**src/rtl/chpll_pkg.sv**
```systemverilog
package chpll_pkg;

   typedef enum logic [1:0] {
      BANK_LO_A = 2'd0,
      BANK_HI_A = 2'd1,
      BANK_LO_B = 2'd2,
      BANK_HI_B = 2'd3
   } bank_e;

   typedef enum logic [1:0] {
      SH_NONE = 2'd0,
      SH_DOWN = 2'd1,
      SH_UP   = 2'd2
   } shift_e;

   localparam int unsigned FREQ_W    = 14;
   localparam int unsigned BAND_MIN  = 5840;  // 146.000 MHz
   localparam int unsigned BAND_MAX  = 5920;  // 148.000 MHz

   // first repeater channel frequency of each bank, 25 kHz units
   function automatic logic [FREQ_W-1:0] rpt_base(bank_e b);
      case (b)
         BANK_LO_A: rpt_base = FREQ_W'(5866);
         BANK_HI_A: rpt_base = FREQ_W'(5882);
         BANK_LO_B: rpt_base = FREQ_W'(5865);
         default:   rpt_base = FREQ_W'(5881);
      endcase
   endfunction

   // first simplex channel frequency of each bank, 25 kHz units
   function automatic logic [FREQ_W-1:0] spx_base(bank_e b);
      case (b)
         BANK_LO_A: spx_base = FREQ_W'(5858);
         BANK_HI_A: spx_base = FREQ_W'(5898);
         BANK_LO_B: spx_base = FREQ_W'(5857);
         default:   spx_base = FREQ_W'(5897);
      endcase
   endfunction

   // repeater direction: high banks shift up, low banks shift down
   function automatic shift_e rpt_dir(bank_e b);
      case (b)
         BANK_HI_A, BANK_HI_B: rpt_dir = SH_UP;
         default:              rpt_dir = SH_DOWN;
      endcase
   endfunction

endpackage

```
**src/rtl/chpll_plan.sv**
```systemverilog
module chpll_plan
   import chpll_pkg::*;
#(
   parameter int unsigned CH_W    = 4,
   parameter int unsigned NUM_CH  = 12,
   parameter int unsigned RPT_CH  = 8,
   parameter int unsigned STEP    = 2
) (
   input  bank_e              bank_i,
   input  logic [CH_W-1:0]    chan_i,
   output logic               legal_o,
   output logic [FREQ_W-1:0]  freq_o,
   output shift_e             shift_o
);

   localparam int unsigned FIRST_SPX = RPT_CH + 1;

   if (NUM_CH >= (1 << CH_W)) begin : g_bad_num_ch
      $error("NUM_CH does not fit in CH_W bits");
   end
   if (RPT_CH == 0 || RPT_CH >= NUM_CH) begin : g_bad_rpt_ch
      $error("RPT_CH must lie between 1 and NUM_CH-1");
   end

   logic              rpt_grp;
   logic [FREQ_W-1:0] ofs;

   always_comb begin
      legal_o = (chan_i != '0) && (int'(chan_i) <= int'(NUM_CH));
      rpt_grp = int'(chan_i) <= int'(RPT_CH);
      if (rpt_grp) begin
         ofs     = FREQ_W'(chan_i) - FREQ_W'(1);
         freq_o  = rpt_base(bank_i) + FREQ_W'(STEP) * ofs;
         shift_o = rpt_dir(bank_i);
      end else begin
         ofs     = FREQ_W'(chan_i) - FREQ_W'(FIRST_SPX);
         freq_o  = spx_base(bank_i) + FREQ_W'(STEP) * ofs;
         shift_o = SH_NONE;
      end
      // every legal selection lands inside the band
      if (legal_o) begin
         band_range_chk: assert (int'(freq_o) >= int'(BAND_MIN) &&
                                 int'(freq_o) <= int'(BAND_MAX));
      end
   end

endmodule

```
**src/rtl/chpll_sync.sv**
```systemverilog
module chpll_sync #(
   parameter int unsigned STAGES = 2
) (
   input  logic clk_i,
   input  logic rst_ni,
   input  logic d_i,
   output logic q_o
);

   if (STAGES < 2 || STAGES > 4) begin : g_bad_stages
      $error("STAGES must be 2 to 4");
   end

   logic [STAGES-1:0] sh_q;

   always_ff @(posedge clk_i or negedge rst_ni) begin
      if (!rst_ni) sh_q <= '0;
      else         sh_q <= {sh_q[STAGES-2:0], d_i};
   end

   assign q_o = sh_q[STAGES-1];


   sync_delay_chk: assert property (@(posedge clk_i) disable iff (!rst_ni)
      (q_o != $past(q_o)) |-> (q_o == $past(d_i, STAGES)));

endmodule

```
**src/rtl/chpll_ratio.sv**
```systemverilog
module chpll_ratio
   import chpll_pkg::*;
#(
   parameter int unsigned IF_UNITS    = 428,
   parameter int unsigned SHIFT_UNITS = 24
) (
   input  logic [FREQ_W-1:0] freq_i,
   input  shift_e            shift_i,
   input  logic              tx_i,
   output logic [FREQ_W-1:0] count_o
);

   if (IF_UNITS >= BAND_MIN) begin : g_bad_if
      $error("IF_UNITS must be below the band floor");
   end
   if (SHIFT_UNITS >= IF_UNITS) begin : g_bad_shift
      $error("SHIFT_UNITS must be below IF_UNITS");
   end

   always_comb begin
      if (!tx_i) begin
         count_o = freq_i - FREQ_W'(IF_UNITS);
      end else begin
         case (shift_i)
            SH_UP:   count_o = freq_i + FREQ_W'(SHIFT_UNITS);
            SH_DOWN: count_o = freq_i - FREQ_W'(SHIFT_UNITS);
            default: count_o = freq_i;
         endcase
      end
   end

endmodule

```
**src/rtl/chan_pll_divider.sv**
```systemverilog
module chan_pll_divider
   import chpll_pkg::*;
#(
   parameter int unsigned CH_W        = 4,
   parameter int unsigned NUM_CH      = 12,
   parameter int unsigned RPT_CH      = 8,
   parameter int unsigned IF_UNITS    = 428,
   parameter int unsigned SHIFT_UNITS = 24,
   parameter int unsigned SYNC_STAGES = 2
) (
   input  logic              clk_i,
   input  logic              rst_ni,
   input  logic [1:0]        bank_i,
   input  logic [CH_W-1:0]   chan_i,
   input  logic              ptt_i,
   output logic [FREQ_W-1:0] div_count_o,
   output logic              ref_tx_o,
   output logic              valid_o
);

   localparam int unsigned SEL_W = 2 + CH_W + 1;

   logic              ptt_s;
   logic              chan_legal;
   logic [FREQ_W-1:0] plan_freq;
   shift_e            plan_shift;
   logic [FREQ_W-1:0] next_count;
   logic [SEL_W-1:0]  sel, last_sel_q;
   logic              fresh;

   logic [FREQ_W-1:0] count_q;
   logic              ref_q;
   logic              valid_q;

   chpll_sync #(.STAGES(SYNC_STAGES)) u_sync (
      .clk_i  (clk_i),
      .rst_ni (rst_ni),
      .d_i    (ptt_i),
      .q_o    (ptt_s)
   );

   chpll_plan #(
      .CH_W   (CH_W),
      .NUM_CH (NUM_CH),
      .RPT_CH (RPT_CH),
      .STEP   (2)
   ) u_plan (
      .bank_i  (bank_e'(bank_i)),
      .chan_i  (chan_i),
      .legal_o (chan_legal),
      .freq_o  (plan_freq),
      .shift_o (plan_shift)
   );

   chpll_ratio #(
      .IF_UNITS    (IF_UNITS),
      .SHIFT_UNITS (SHIFT_UNITS)
   ) u_ratio (
      .freq_i  (plan_freq),
      .shift_i (plan_shift),
      .tx_i    (ptt_s),
      .count_o (next_count)
   );

   assign sel   = {bank_i, chan_i, ptt_s};
   assign fresh = chan_legal && (sel != last_sel_q);

   always_ff @(posedge clk_i or negedge rst_ni) begin
      if (!rst_ni) begin
         last_sel_q <= '0;   // channel 0 never matches a legal selection
         count_q    <= '0;
         ref_q      <= 1'b0;
         valid_q    <= 1'b0;
      end else begin
         last_sel_q <= sel;
         valid_q    <= fresh;
         if (chan_legal) begin
            count_q <= next_count;
            ref_q   <= ptt_s;
         end
      end
   end

   assign div_count_o = count_q;
   assign ref_tx_o    = ref_q;
   assign valid_o     = valid_q;


   illegal_hold_chk: assert property (@(posedge clk_i) disable iff (!rst_ni)
      !chan_legal |=> ($stable(div_count_o) && $stable(ref_tx_o) && !valid_o));


   strobe_legal_chk: assert property (@(posedge clk_i) disable iff (!rst_ni)
      valid_o |-> $past(chan_legal));


   rx_if_chk: assert property (@(posedge clk_i) disable iff (!rst_ni)
      (valid_o && !ref_tx_o) |->
         (int'(div_count_o) + int'(IF_UNITS) == int'($past(plan_freq))));


   tx_shift_chk: assert property (@(posedge clk_i) disable iff (!rst_ni)
      (valid_o && ref_tx_o) |->
         (int'(div_count_o) == int'($past(plan_freq)) +
            (($past(plan_shift) == SH_UP)   ?  int'(SHIFT_UNITS) :
             ($past(plan_shift) == SH_DOWN) ? -int'(SHIFT_UNITS) : 0)));

endmodule

```
**config.mk**
```make
export PLATFORM = sky130hd
export DESIGN_NAME = chan_pll_divider
export DESIGN_NICKNAME = d
export VERILOG_FILES = /design/src/rtl/chpll_pkg.sv /design/src/rtl/chpll_plan.sv /design/src/rtl/chpll_sync.sv /design/src/rtl/chpll_ratio.sv /design/src/rtl/chan_pll_divider.sv
export SDC_FILE = /design/constraint.sdc
export NUM_CORES = 1
export LEC_CHECK = 0
export ABC_CLOCK_PERIOD_IN_PS = 2500
export CORE_MARGIN = 2
export CORE_UTILIZATION = 49
export DETAILED_ROUTE_END_ITERATION = 8
export DONT_BUFFER_PORTS = 1
export MAX_ROUTING_LAYER = met4
export SYNTH_ARGS = -nofsm -noshare
export SYNTH_HDL_FRONTEND = slang
export SYNTH_SLANG_ARGS = --single-unit
```
**constraint.sdc**
```tcl
create_clock -name clk_i -period 2.5 [get_ports clk_i]
set_input_delay 0 -clock clk_i [delete_from_list [all_inputs] [get_ports clk_i]]
set_output_delay 0 -clock clk_i [all_outputs]
set_load 0.1 [all_outputs]
```
==> metrics, run 1 <==
clock-pin slew on the worst setup and hold paths 0.09 ns; global-route wire length before repair approximately 11 mm; fin. max-slew vios 0; Seq cells post-synth 25; Syn Std Cell Area 2300 µm²; initial antenna violation count 0; layout cells sized above 1 0.410; clock sinks 25; r2r endpoint div_count_o[11]; Hold Path Class input pin to register; Max VDD drop 0.328 mV; initial core utilization 0.518; Vias/cell 5.51; Cell Pwr Density 618 nW/µm²; fin crit period 3.01 ns; critical path capture point type register; # fillers 330; final wirelength 6.35 mm; Max Freq 0.333 GHz; htree depth 1; commonest cells after routing, fill and taps aside 87 x buf_4, 29 x nand2_1, 25 x dfrtp_1; Finished Cell Area 3440 µm²; hold path start chan_i[0]; final core area utilization 0.773; flop2flop setup slack between 1 and 1.5 ns; vias in the first global route 2,273; path depth of the worst reg2reg path 4; CP max stage delay around 0.37 ns; status finished, violations left; Final Setup Violations 9; GPL Wtd Cong approximately 0.9; Overflow after GRT 0; Overall Global Routing Usage 0.269; Max Cap Viol 0; CP cell instances inv_12 -> ha_4 -> xor2_4 -> ha_4 -> mux2_4 -> a221oi_4 -> xor2_1 -> inv_1 -> fa_2 -> a21o_1 -> a21oi_2 -> o21bai_1 -> a21oi_2 -> o21bai_2 -> and4b_1 -> o31ai_1 -> o21ai_1; RR Startpoint u_sync.sh_q[1]; startpoint types input pin; Pre-Repair DR Iteration Count 4; post-route ant nets 0; Area growth, synth to finish 49.2%; DRC violation total after the first TritonRoute iteration 123; Seq/Total Area, Yosys 0.272; mean post-synth cell area 8.47 µm²; # DRC 0; number of distinct library cells after synthesis 62; CP Max Fanout 7; vias 2,276; final worst setup slack -0.506 ns; Top Ports 25; pin count of the biggest net entering global routing 26; final setup TNS -2.77 ns; Most used DFF post-synth dfrtp_1; worst hold path depth 4; Detail Placement HPWL 4.57 mm; Longest Clk Path Bufs 2; clk_lat worst skew 0.27 ns; CP Data Required Time 2.64 ns; die area 5270 µm²; Layout Skew 0.00469 ns; Root Driver clkbuf_8; Placement Cell Area 2980 µm²; endpoints failing hold 0; crit share post-route 1.20; Die W 72.6 µm; Lkg Pwr 1.59 nW; WHS Endpoint div_count_o[1]; Worst EP arrival 3.14 ns; Rel. slew slack 0.266; Rows 24; Num CTS Buffers 3; Mapped Cells roughly 270; Ys Warns 0; CP Class input pin to register; nets 389; core footprint 4440 µm²; WL/cell roughly 15 µm; RSZ-0062 raised after global routing yes; Synthesized Nets between 200 and 300; diode count 0; fraction of registers with async set/reset 1.00; CTS tree done; number of flops mapped to enable cells by yosys 0; Worst path slowest cell fa_2; slew of the pin with the lowest slew margin 1.10 ns; most common cell after layout, fill and taps aside buf_4; chip height 72.6 µm; port buffer count 0; failing checks setup timing
==> logic make-up after synthesis <==
kind of cell    synth area share
buf+inv                   0.0760
fa+ha+maj                  0.101
xor+xnor                  0.0913
compound gates             0.238
simple gates               0.204
flops                      0.272
mux                       0.0185
==> registers in the layout, summed over array words and instances, names as in the netlist <==
signal       flops
last_sel_q       7
div_count_o     14
ref_tx_o         1
u_sync.sh_q      2
valid_o          1
==> cell type report <==
cell class,count,area [µm²],share of cell area
clock inverter,1,8.76,0.00255
inverter,21,106,0.0310
clock buffer,3,41.3,0.0120
sequential,25,626,0.182
multi-input combinational,211,1800,0.524
timing repair buffer,100,788,0.229
tap,52,65.1,0.0189
==> stage by stage <==
stage               cells  hold WS (ns)  setup WS [ns]  total power, mW
floorplan             272        -0.296         -0.716             1.36
global placement      382        -0.295         -0.677             1.67
detailed placement    382        -0.295         -0.736             1.67
CTS                   411        -0.260         -0.385             2.06
global route          413        0.0328         -0.629             2.25
finish                413        0.0262         -0.506             2.12
==> synthesized netlist by cell type (3+ instances only) <==
cell / count / share of area
a21oi_1: 14 / 0.030
and2_1: 3 / 0.0081
nand2_1: 30 / 0.049
o21bai_1: 4 / 0.013
ha_1: 17 / 0.092
o21a_1: 4 / 0.013
nand2b_1: 5 / 0.014
buf_2: 5 / 0.011
o211ai_1: 6 / 0.020
xnor2_1: 15 / 0.057
clkbuf_1: 5 / 0.0081
o21ai_2: 3 / 0.011
nand3_1: 5 / 0.011
o21ai_0: 12 / 0.026
inv_1: 21 / 0.034
nor2_1: 23 / 0.037
o31ai_1: 4 / 0.013
xor2_1: 9 / 0.034
nor2b_1: 3 / 0.0081
dfrtp_1: 25 / 0.27
nor4_1: 3 / 0.0081
==> how the worst max path moves through the flow <==
stage	startpoint	endpoint	cells past startpoint	slack (ns)
2_1_floorplan	chan_i[1]	div_count_o[11]	18	-0.72
3_3_place_gp	chan_i[0]	div_count_o[11]	17	-0.68
3_5_place_dp	chan_i[0]	div_count_o[11]	17	-0.74
4_1_cts	chan_i[1]	div_count_o[11]	17	-0.39
5_1_grt	chan_i[0]	div_count_o[11]	17	-0.63
6_report	chan_i[0]	div_count_o[11]	17	-0.51
==> metal layers <==
layer  track usage  vias to the layer above  routed length [µm]
met1         0.355                     1072                2980
li1              -                     1136                   -
met3        0.0292                       13                 198
met5             -                        -                   0
met2         0.438                       55                3050
met4        0.0761                        0                 114
==> worst max-delay path: cells and delay by family <==
kind,cells,cell delay [ns]
fa+ha+maj,3,0.79
xor+xnor,2,0.41
buf+inv,2,0.12
compound gates,8,1.36
mux,1,0.28
simple gates,1,0.19
==> what timing repair did <==
action,in CTS,in global routing
cloned,0,0
hold endpoints to repair,35,1
pin swaps,30,25
setup endpoints to repair,8,9
setup buffers,19,6
gates resized for setup,18,14
hold buffers,8,1
==> power breakdown <==
| group | internal (mW) | switching, mW |
|---|---|---|
| Clock | 0.117 | 0.129 |
| Sequential | 0.459 | 0.0344 |
| Combinational | 0.569 | 0.815 |
| Total | 1.14 | 0.979 |
Note: power is estimated with default switching activity, not from simulation.
==> run 2: changes to the inputs <==
--- a/config.mk
+++ b/config.mk
@@ -11,6 +11,7 @@
 export DETAILED_ROUTE_END_ITERATION = 8
 export DONT_BUFFER_PORTS = 1
 export MAX_ROUTING_LAYER = met4
+export PLACE_DENSITY = 0.62
 export SYNTH_ARGS = -nofsm -noshare
 export SYNTH_HDL_FRONTEND = slang
 export SYNTH_SLANG_ARGS = --single-unit
==> run 2 against run 1 <==
The flow still finishes with violations (setup timing). Via count rose by 3.4%. Global-route usage fell by 0.37 points. Total power rose by 3.1%. Non-clock buffer count rose by 7. Clock power fell by 5%. Die area did not move. Fmax fell by 0.72%. Critical path depth did not move. Worst hold slack got worse by 0.016 ns. Clock skew fell by 0.0029 ns. Flip-flop and latch count did not move. Combinational power rose by 5%.
==> metrics, run 2 (synthesis results as in run 1) <==
commonest cells after routing, fill and taps aside 91 x buf_4, 28 x nand2_1, 25 x dfrtp_1; Layout Skew 0.00182 ns; clk_lat worst skew roughly 0.26 ns; critical path capture point type register; r2r endpoint div_count_o[9]; Max Cap Viol 0; initial antenna violation count 0; path depth of the worst reg2reg path 4; CP Buf/Inv Count 2; Clock power frac 0.107; failing checks setup timing; sequential share of power 0.228; nets 396; final core area utilization 0.793; Overall Global Routing Usage 0.266; vias in the first global route roughly 2,300; Lkg Pwr 1.63 nW; pin count of the biggest net entering global routing 26; Area growth, synth to finish 52.9%; max reg flops 14; GPL Wtd Cong between 0.8 and 0.9; switching power 1.01 mW; hold slack 0.0106 ns; fin. max-slew vios 0; startpoint types input pin; htree depth 1; Internal Power ~1.2 mW; CTS tree done; CP cell instances inv_12 -> ha_4 -> xor2_4 -> ha_4 -> mux2_4 -> a221oi_4 -> xor2_2 -> inv_2 -> fa_2 -> a21o_1 -> a21oi_2 -> o21bai_1 -> a21oi_2 -> o21bai_2 -> and4b_1 -> o31ai_1 -> o21ai_1; clock sinks 25; Max VDD drop 0.292 mV; chip height between 70 and 80 µm; flop2flop setup slack 1.06 ns; RSZ-0062 raised after global routing yes; vias 2,354; switch share 0.460; Detail Placement HPWL 4.57 mm; CP Data Required Time 2.63 ns; CP Max Fanout 7; RR Startpoint u_sync.sh_q[1]; final worst setup slack -0.527 ns; Longest Clk Path Bufs 2; WL/cell 16.3 µm; fin crit period 3.03 ns; diode count 0; initial core utilization 0.518; hold path start bank_i[1]; CP Class input pin to register; Overflow after GRT 0; Hold Path Class input pin to register; crit share post-route 1.21; clock-pin slew on the worst setup and hold paths about 0.09 ns; status finished, violations left; Inst Count DP 383; Pre-Repair DR Iteration Count 4; Die W 72.6 µm; # DRC 0; Top Ports 25; Worst path slowest cell fa_2; worst hold path depth 2; DRC violation total after the first TritonRoute iteration between 100 and 150; endpoints failing hold 0; Rows 24; slew of the pin with the lowest slew margin 0.890 ns; Vias/cell between 5 and 6; Num CTS Buffers 3; layout cells sized above 1 0.438; core footprint 4440 µm²; dpl ws -0.746 ns; WHS Endpoint valid_o; Placement Cell Area 2980 µm²; Final Setup Violations 10; post-route ant nets 0; Worst EP arrival 3.16 ns; # fillers approximately 280; final wirelength 6.85 mm; Root Driver clkbuf_8; Finished Cell Area 3520 µm²; Comb power frac 0.665; Rel. slew slack 0.407; Cell Pwr Density between 600 and 700 nW/µm²; crit-path leading delay family compound AO/OA/AOI/OAI gates; port buffer count 0; Post-Layout Cell Count 420; most common cell after layout, fill and taps aside buf_4; die area 5270 µm²; CP max stage delay 0.34 ns; global-route wire length before repair 10.7 mm; Max Freq 0.330 GHz
-- run 2: changes by cell type in the layout (fill, tap and decap cells not counted), sizes merged --
cell / before / now
inv: 22 / 21
buf: 91 / 98
clkinv: 0 / 1
-- run 2: worst max-delay path by stage --
stage	endpoint	from	cells after the start
floorplan	div_count_o[11]	chan_i[1]	18
global placement	div_count_o[11]	chan_i[0]	17
detailed placement	div_count_o[11]	chan_i[0]	17
CTS	div_count_o[11]	chan_i[1]	17
global route	div_count_o[11]	chan_i[0]	17
finish	div_count_o[11]	chan_i[0]	17
-- run 2: through the flow --
step / setup TNS [ns] / power [mW]
6_report: -3.15 / 2.19
5_1_grt: -3.95 / 2.29
4_1_cts: -2.10 / 2.08
3_5_place_dp: -4.78 / 1.68
3_3_place_gp: -4.44 / 1.66
2_1_floorplan: -4.20 / 1.36
-- run 2: cell type report --
cell class                 instances  area (µm²)  area share
clock buffer                       3        41.3      0.0117
clock inverter                     1        5.00     0.00142
inverter                          21         106      0.0302
multi-input combinational        211        1820       0.516
sequential                        25         626       0.178
tap                               52        65.1      0.0185
timing repair buffer             107         861       0.244
-- run 2: routing by layer --
metal  GRT usage  routed length, µm  up-vias
met5           -                  0        -
li1            -                  -     1154
met1       0.358               3040     1115
met3      0.0208                335       10
met2       0.439               3390       75
met4      0.0535                 87        0
-- run 2: repair_timing --
item                                   4_1_cts  5_1_grt
setup endpoints to repair                    8       11
pin swaps                                   28       35
endpoints found under the hold margin       35        0
setup buffers                               18        8
resized for setup                           28       15
hold buffers                                10        0
-- run 2: power by group through the flow --
stage / Combinational (mW) / Clock, mW / Sequential, mW
global route: 1.53 / 0.254 / 0.505
finish: 1.45 / 0.234 / 0.500
detailed placement: 1.17 / 0 / 0.506
global placement: 1.16 / 0 / 0.504
CTS: 1.35 / 0.238 / 0.498
floorplan: 0.509 / 0 / 0.854
